<file path="config.mk">
export PLATFORM = sky130hd
export DESIGN_NAME = brk_ret_sel
export DESIGN_NICKNAME = d
export VERILOG_FILES = /design/src/rtl/brk_ret_pkg.sv /design/src/rtl/brk_rule_decode.sv /design/src/rtl/brk_addr_mux.sv /design/src/rtl/brk_out_reg.sv /design/src/rtl/brk_ret_sel.sv
export SDC_FILE = /design/constraint.sdc
export NUM_CORES = 1
export LEC_CHECK = 0
export BUFFER_PORTS_ARGS = -buffer_cell sky130_fd_sc_hd__buf_2
export CAP_MARGIN = 30
export CORE_MARGIN = 4
export CORE_UTILIZATION = 40
export CTS_CLUSTER_SIZE = 20
export DETAILED_ROUTE_END_ITERATION = 16
export PLACE_DENSITY = 0.84
export SLEW_MARGIN = 20
export SYNTH_ARGS = -nofsm -noshare
export SYNTH_HDL_FRONTEND = slang
export SYNTH_SLANG_ARGS = --single-unit
</file>
<file path="constraint.sdc">
create_clock -name clk -period 1.9 [get_ports clk]
set_input_delay 0.19 -clock clk [delete_from_list [all_inputs] [get_ports clk]]
set_output_delay 0.19 -clock clk [all_outputs]
set_load 0.1 [all_outputs]
</file>
<file path="src/rtl/brk_ret_pkg.sv">
package brk_ret_pkg;

  typedef enum logic [1:0] {
    COND_FETCH_PRE  = 2'b00,
    COND_FETCH_POST = 2'b01,
    COND_DATA_ADDR  = 2'b10,
    COND_RSVD       = 2'b11
  } brk_cond_e;

  typedef enum logic [1:0] {
    SRC_MATCH  = 2'b00,
    SRC_OWNER  = 2'b01,
    SRC_NEXT   = 2'b10,
    SRC_TARGET = 2'b11
  } ret_src_e;

endpackage

</file>
<file path="src/rtl/brk_rule_decode.sv">
module brk_rule_decode
  import brk_ret_pkg::*;
(
  input  brk_cond_e cond,
  input  logic      is_dbranch,
  input  logic      is_dslot,
  output ret_src_e  src,
  output logic      executed,
  output logic      legal
);

  always_comb begin
    src      = SRC_MATCH;
    executed = 1'b0;
    legal    = 1'b1;
    unique case (cond)
      COND_FETCH_PRE: begin
        // Instruction is held back; a slot instruction resumes at its branch.
        src      = is_dslot ? SRC_OWNER : SRC_MATCH;
        executed = 1'b0;
      end
      COND_FETCH_POST: begin
        // Branch and slot both complete, so resume at the target.
        src      = (is_dbranch | is_dslot) ? SRC_TARGET : SRC_NEXT;
        executed = 1'b1;
      end
      COND_DATA_ADDR: begin
        src      = is_dslot ? SRC_TARGET : SRC_NEXT;
        executed = 1'b1;
      end
      default: begin
        legal = 1'b0;
      end
    endcase
  end

endmodule

</file>
<file path="src/rtl/brk_addr_mux.sv">
module brk_addr_mux
  import brk_ret_pkg::*;
#(
  parameter int ADDR_W  = 32,
  parameter int ALIGN_W = 1
) (
  input  ret_src_e          src,
  input  logic [ADDR_W-1:0] match_addr,
  input  logic [ADDR_W-1:0] owner_addr,
  input  logic [ADDR_W-1:0] next_addr,
  input  logic [ADDR_W-1:0] target_addr,
  output logic [ADDR_W-1:0] ret_addr
);

  logic [ADDR_W-1:0] picked;

  always_comb begin
    unique case (src)
      SRC_MATCH:  picked = match_addr;
      SRC_OWNER:  picked = owner_addr;
      SRC_NEXT:   picked = next_addr;
      default:    picked = target_addr;
    endcase
  end

  generate
    if (ALIGN_W > 0) begin : g_align
      assign ret_addr = {picked[ADDR_W-1:ALIGN_W], {ALIGN_W{1'b0}}};
    end else begin : g_raw
      assign ret_addr = picked;
    end
  endgenerate

endmodule

</file>
<file path="src/rtl/brk_out_reg.sv">
module brk_out_reg #(
  parameter int ADDR_W = 32
) (
  input  logic              clk,
  input  logic              rst,
  input  logic              load,
  input  logic [ADDR_W-1:0] d_addr,
  input  logic              d_exec,
  output logic              q_valid,
  output logic [ADDR_W-1:0] q_addr,
  output logic              q_exec
);

  always_ff @(posedge clk) begin
    if (rst) begin
      q_valid <= 1'b0;
      q_addr  <= '0;
      q_exec  <= 1'b0;
    end else begin
      q_valid <= load;
      if (load) begin
        q_addr <= d_addr;
        q_exec <= d_exec;
      end
    end
  end

endmodule

</file>
<file path="src/rtl/brk_ret_sel.sv">
module brk_ret_sel
  import brk_ret_pkg::*;
#(
  parameter int ADDR_W  = 32,
  parameter int ALIGN_W = 1
) (
  input  logic              clk,
  input  logic              rst,
  input  logic              take_i,
  input  logic [1:0]        cond_i,
  input  logic              is_dbranch_i,
  input  logic              is_dslot_i,
  input  logic [ADDR_W-1:0] match_addr_i,
  input  logic [ADDR_W-1:0] next_addr_i,
  input  logic [ADDR_W-1:0] target_addr_i,
  input  logic [ADDR_W-1:0] owner_addr_i,
  output logic              ret_valid_o,
  output logic [ADDR_W-1:0] ret_addr_o,
  output logic              executed_o
);

  ret_src_e          src;
  logic              exec_d;
  logic              legal;
  logic [ADDR_W-1:0] addr_d;

  brk_rule_decode u_dec (
    .cond       (brk_cond_e'(cond_i)),
    .is_dbranch (is_dbranch_i),
    .is_dslot   (is_dslot_i),
    .src        (src),
    .executed   (exec_d),
    .legal      (legal)
  );

  brk_addr_mux #(.ADDR_W(ADDR_W), .ALIGN_W(ALIGN_W)) u_mux (
    .src         (src),
    .match_addr  (match_addr_i),
    .owner_addr  (owner_addr_i),
    .next_addr   (next_addr_i),
    .target_addr (target_addr_i),
    .ret_addr    (addr_d)
  );

  brk_out_reg #(.ADDR_W(ADDR_W)) u_reg (
    .clk     (clk),
    .rst     (rst),
    .load    (take_i & legal),
    .d_addr  (addr_d),
    .d_exec  (exec_d),
    .q_valid (ret_valid_o),
    .q_addr  (ret_addr_o),
    .q_exec  (executed_o)
  );

endmodule

</file>
======== Word level (Yosys, flattened, before mapping) ========
Index checks and enable logic that the tools add are counted.
word-level totals
  input bits .............................. 135
  output and inout bits ................... 34
  bits in registers ....................... 33
  logic and storage cells ................. 20
operators by class
  equal/unequal tests ..................... 4
  bitwise gates (word level) .............. 2
  reduce and logical (&&, ||, !) cells .... 4
  multiplexer cells ....................... 7
operators by type and width
  cell                                                 number
  case mux 32 bit (3 select lines)                     1
  case mux 2 bit (3 select lines)                      1
  2-to-1 mux 1 bit                                     5
  equality test 2 x 1 -> 1 bit, second input constant  2
  equality test 2 bit, second input constant           2
  logical NOT 2 bit                                    2
  OR reduction 3 bit                                   1
  OR reduction 2 bit                                   1
  AND 1 bit                                            1
  OR 1 bit                                             1

======== Logic depth before layout (Yosys ltp) ========
  depth in word-level cells ............... 5
  mapped depth ............................ 7
  mapped depth without buffers ............ 6

======== Cells and area by module ========
A second synthesis with hierarchy kept.
unflattened totals
  cells, all modules ...................... 160
  area, all modules ....................... 2082.0 µm²
modules (own cells, without submodules)
  module           instances  cells an instance  area an instance (µm²)  sequential area each (µm²)
  brk_out_reg      1          109                1229.9                  680.7
  brk_addr_mux     1          39                 762.0                   0.0
  brk_rule_decode  1          11                 83.8                    0.0
  brk_ret_sel      1          1                  6.3                     0.0

======== Worst setup path after synthesis ========
Ideal clock, no wire load.
  path kind ............................... input port to flip-flop
  from .................................... input port cond_i[0]
  to ...................................... register u_reg.q_addr[10]
  data arrival time ....................... 1.300 ns
  stages .................................. 7
  setup time .............................. 0.134 ns
  buffers on the path ..................... 2
  data required time ...................... 1.766 ns
  setup slack ............................. 0.466 ns
  cells stage by stage .................... inv_1 -> ha_1 -> and4bb_4 -> buf_4 -> buf_4 -> a31oi_1 -> o211ai_1
on the way
  longest elaborated chain between the ends .. 4
  elaborated cells between the ends (all ways) .. 11
  those cells by class .................... eq/ne: 4; mux: 3; bitwise: 1; reduce/logical: 3
RTL lines
  item                                                                   line                                   source
  start: declaration                                                     brk_ret_sel.sv:10                      input logic [1:0] cond_i,
  equality test 2 bit (tied with other cells)                            brk_rule_decode.sv:16                  unique case (cond)
  case mux 2 bit (3 select lines) or OR reduction 3 bit (tied branches)  -
  equality test 2 bit (tied with other cells)                            brk_addr_mux.sv:18                     unique case (src)
  case mux 32 bit (3 select lines) or AND 1 bit (tied branches)          brk_addr_mux.sv:18, brk_ret_sel.sv:48
  end signal: assignment                                                 brk_out_reg.sv:22                      q_addr <= d_addr;
  end: declaration                                                       brk_out_reg.sv:10                      output logic [ADDR_W-1:0] q_addr,
Parallel ways exist; a longest one is shown, timed or not.
A chain may end at the register's enable or synchronous reset.

======== Worst setup path in the final report ========
  from .................................... input port cond_i[0]
  to ...................................... register u_reg.q_addr[18]
Same word-level chain as after synthesis.

==> results.txt <==
The run finished with clean final reports. The global-route wire length before repair came out at between 10000 and 15000 um. The wire length reported by the detailed router came out at 7020 um.

The required time of the critical path is roughly 2.1 ns. For this run, the number of Yosys warnings is 0. During placement, the flow inserted port buffers numbering 163. The kind of path behind the tightest hold check is in2reg. Before antenna repair, the detailed router went through 4 iterations. After clock tree synthesis, the setup repair step added 0 buffers.

The share of synthesized area occupied by flip-flops and latches is 30.8%. The worst hold path cell count is 2. The total placed instance area came out at around 3000 um^2. The largest vdd supply drop is roughly 380 uV. The buffer cell driving the clock tree root is sky130_fd_sc_hd__clkbuf_8. The synthesized design spends more area on one cell type than any other, namely sky130_fd_sc_hd__dfxtp_1. The count of flip-flops with a built-in enable after synthesis came out at 0. The clock period could shrink to between 1 and 1.5 ns. The aggregate global routing overflow is 0. After clock tree synthesis, the clock-pin slew on the worst setup and hold paths is 0.07 ns. The cell type group with the largest total delay on the critical path is simple AND/OR/NAND/NOR gates. The insertion delay of the later-clocked pin in the worst-skew pair came out at 0.27 ns. After the last flow step, the layout net total stands at roughly 530. 0 antenna diodes ended up in the layout. The number of clock buffers inserted by TritonCTS is 5.

The horizontal die dimension is 81.2 um. In the final layout, the share of cells above drive strength 1 is 48.7%. Cells fill about three fifths of the core in the end. The detailed router finished its first iteration with 72 violations.

The effective utilization at floorplan came out at between 40% and 50%. Sorting the synthesized cells by area gives the leading types as sky130_fd_sc_hd__dfxtp_1, sky130_fd_sc_hd__mux2i_1, sky130_fd_sc_hd__and4_1, sky130_fd_sc_hd__o211ai_1, sky130_fd_sc_hd__a31oi_1. After synthesis, the largest area contributor takes up around 31% of total cell area. Setup repair after global routing left no endpoint under its margin.

The minimum setup slack in the final design is 0.444 ns. The leakage dissipation is 1.49 nW. Averaged over all synthesized cells, the footprint is a little over 9 um^2.

The slowest stage of the critical path belongs to the cell sky130_fd_sc_hd__and4bb_4. The final RePlAce weighted congestion is 0.777. In the routed design, unresolved DRC markers number 0.

The final count of hold timing violations came out at 0. The number of max-capacitance violations reported came out at 0. Measured in cells, the most critical reg-to-reg path has a length of 2. The placeable core region is 5140 um^2.

The die height came out at 81.2 um. The path with the worst hold slack has its endpoint at u_reg.q_exec$_SDFFE_PP0P_. The most used flip-flop cell after synthesis is sky130_fd_sc_hd__dfxtp_1.

Walking the worst path, the cells encountered are buf_2 > inv_1 > ha_1 > and4bb_4 > buf_12 > nand2_1 > mux2_2 > o211ai_1. The final instance area came out at 3110 um^2. The worst-case setup slack after placement is 0.146 ns. During I/O placement, the number of pins put on the boundary was between 150 and 200. The synthesis-stage register bit count is 33.

The maximum buffer depth of the clock tree is 2. Static timing analysis puts the maximum clock frequency at a little under 700 MHz. Of all flip-flops after synthesis, the portion carrying an async set or reset was 0%.

The total global-route track usage is 21.3%. The post-detailed-route wirelength per cell is 15.3 um. The pin count of the biggest net entering global routing came out at 35. The ratio of routed vias to standard cells is 5.34.

The CTS H-tree depth came out at 2. The slack of the worst reg-to-reg path came out at about 1.3 ns. The total of cells resized after clock tree synthesis is 0. The hold slack is between 0.1 and 0.15 ns.

On the worst path, the slowest cell contributes a delay of 0.37 ns. The net count after synthesis is 371. The total power of the final layout is 2.48 mW. The initial antenna violation count came out at 0. The startpoint identified for the worst hold timing path is rst. The number of clock sinks is 33. The reg-to-reg endpoint is u_reg.q_exec$_SDFFE_PP0P_. STA classifies the critical path startpoint as a primary input. The fill cell total of the finished layout came out at 478. The critical path buffer and inverter count is 3. STA puts the critical path data arrival time at 1.66 ns. From synthesis to final layout, the design area changed by 44.7%.

The worst-case clock skew came out at 0 ns. After layout, the worst path uses 76.6% of the clock period. The count of unique library cells instantiated by Yosys is 25.

The setup-violating endpoint count in the final report came out at 0. The overall via count from detail_route came out at 2456. Adding up every negative setup slack in the final design gives 0 ns.

The number of nets still failing antenna checks after routing came out at 0. In the synthesized netlist, the cells that appear most often are sky130_fd_sc_hd__nand2_1, sky130_fd_sc_hd__dfxtp_1, sky130_fd_sc_hd__mux2i_1, sky130_fd_sc_hd__o211ai_1. The number of placement rows is 26. In the post-synthesis netlist, the cell with the most instances is sky130_fd_sc_hd__nand2_1. STA classifies the critical path endpoint as a flip-flop. TritonCTS built the clock tree. The ratio of total power to cell area came out at 799 nW/um^2. The startpoint of the most critical register-to-register path is u_reg.q_exec$_SDFFE_PP0P_. The number of standard cells in the layout, taps in and fillers out came out at 460. The post-synth design cell area is 2150 um^2. The HPWL after detailed placement is 5570 um. The cell count after synthesis came out at 232. The worst-path maximum fanout came out at 34. The number of hold buffers added after CTS was 0. The count of placed standard cells including taps is 452. The final number of max-transition violations came out at 0. The via count of the first global-routing pass came out at ~2400. The critical path start-end classification is in2reg. The die footprint is 6600 um^2.
==> final cells by class <==
cell class                 count  area, um^2  area share, %
multi-input combinational    172        1290           41.4
timing repair buffer         175         943           30.4
sequential                    33         661           21.3
clock inverter                 2        37.5           1.21
inverter                       2        7.51          0.242
tap                           70        87.6           2.82
clock buffer                   6        82.6           2.66
==> flip-flops by register name, summed over array words and instances, names as in the netlist <==
register       cells
u_reg.q_valid      1
u_reg.q_exec       1
u_reg.q_addr      31
==> worst reg2reg max path: cells and delay by family, from the launching register on <==
kind	cells	cell delay, ns
flops	1	0.31
simple gates	1	0.05
mux	1	0.12
==> worst max-delay path by stage <==
stage | cells past startpoint | endpoint | from | slack, ns
6_report | 8 | u_reg.q_addr[18]$_SDFFE_PP0P_ | cond_i[0] | 0.44
5_1_grt | 8 | u_reg.q_addr[6]$_SDFFE_PP0P_ | cond_i[0] | 0.36
4_1_cts | 8 | u_reg.q_addr[18]$_SDFFE_PP0P_ | cond_i[0] | 0.45
3_5_place_dp | 8 | u_reg.q_addr[18]$_SDFFE_PP0P_ | cond_i[0] | 0.15
3_3_place_gp | 8 | u_reg.q_addr[18]$_SDFFE_PP0P_ | cond_i[0] | 0.21
2_1_floorplan | 7 | u_reg.q_addr[10]$_SDFFE_PP0P_ | cond_i[0] | 0.47
==> per-layer routing <==
metal	share of wire (%)	GRT usage, %	routed length [um]
met1	39	23.0	2760
met2	50	40.1	3540
met3	8.6	5.21	600
met4	1.6	6.93	115
met5	0	0	0
==> cells in the final DEF, fill, tap and decap left out <==
cell type                    count
sky130_fd_sc_hd__o211ai_1       31
sky130_fd_sc_hd__clkinvlp_4      1
sky130_fd_sc_hd__inv_1           2
sky130_fd_sc_hd__mux2_2          1
sky130_fd_sc_hd__bufinv_16       1
sky130_fd_sc_hd__clkbuf_8        6
sky130_fd_sc_hd__nor2_1          1
sky130_fd_sc_hd__buf_12          3
sky130_fd_sc_hd__nor2b_2         1
sky130_fd_sc_hd__o21ai_2         1
sky130_fd_sc_hd__buf_4           9
sky130_fd_sc_hd__and4_1         30
sky130_fd_sc_hd__ha_1            4
sky130_fd_sc_hd__nand2_1        34
sky130_fd_sc_hd__nor2_2          1
sky130_fd_sc_hd__a21oi_4         1
sky130_fd_sc_hd__o21ai_4         1
sky130_fd_sc_hd__dfxtp_1        33
sky130_fd_sc_hd__a31oi_1        30
sky130_fd_sc_hd__mux2i_1        32
sky130_fd_sc_hd__buf_2         163
sky130_fd_sc_hd__and4bb_4        1
sky130_fd_sc_hd__and2b_1         1
sky130_fd_sc_hd__nand2b_1        1
sky130_fd_sc_hd__conb_1          1
==> cell families after synthesis <==
group           after synthesis  share of synthesized area (%)
other cells                   1                          0.175
fa+ha+maj                     4                           2.33
simple gates                 70                           20.4
compound gates               64                           21.5
flops                        33                           30.8
buf+inv                      27                           9.39
mux                          33                           15.5
==> power by group <==
group	switching (mW)	internal (mW)	total (mW)	leakage, nW
sequential	0.0297	0.759	0.789	0.271
combinational	0.731	0.270	1.00	1.16
clock	0.264	0.427	0.691	0.0574
total	1.02	1.46	2.48	1.49
No activity file was read; power rests on OpenSTA's default activity.
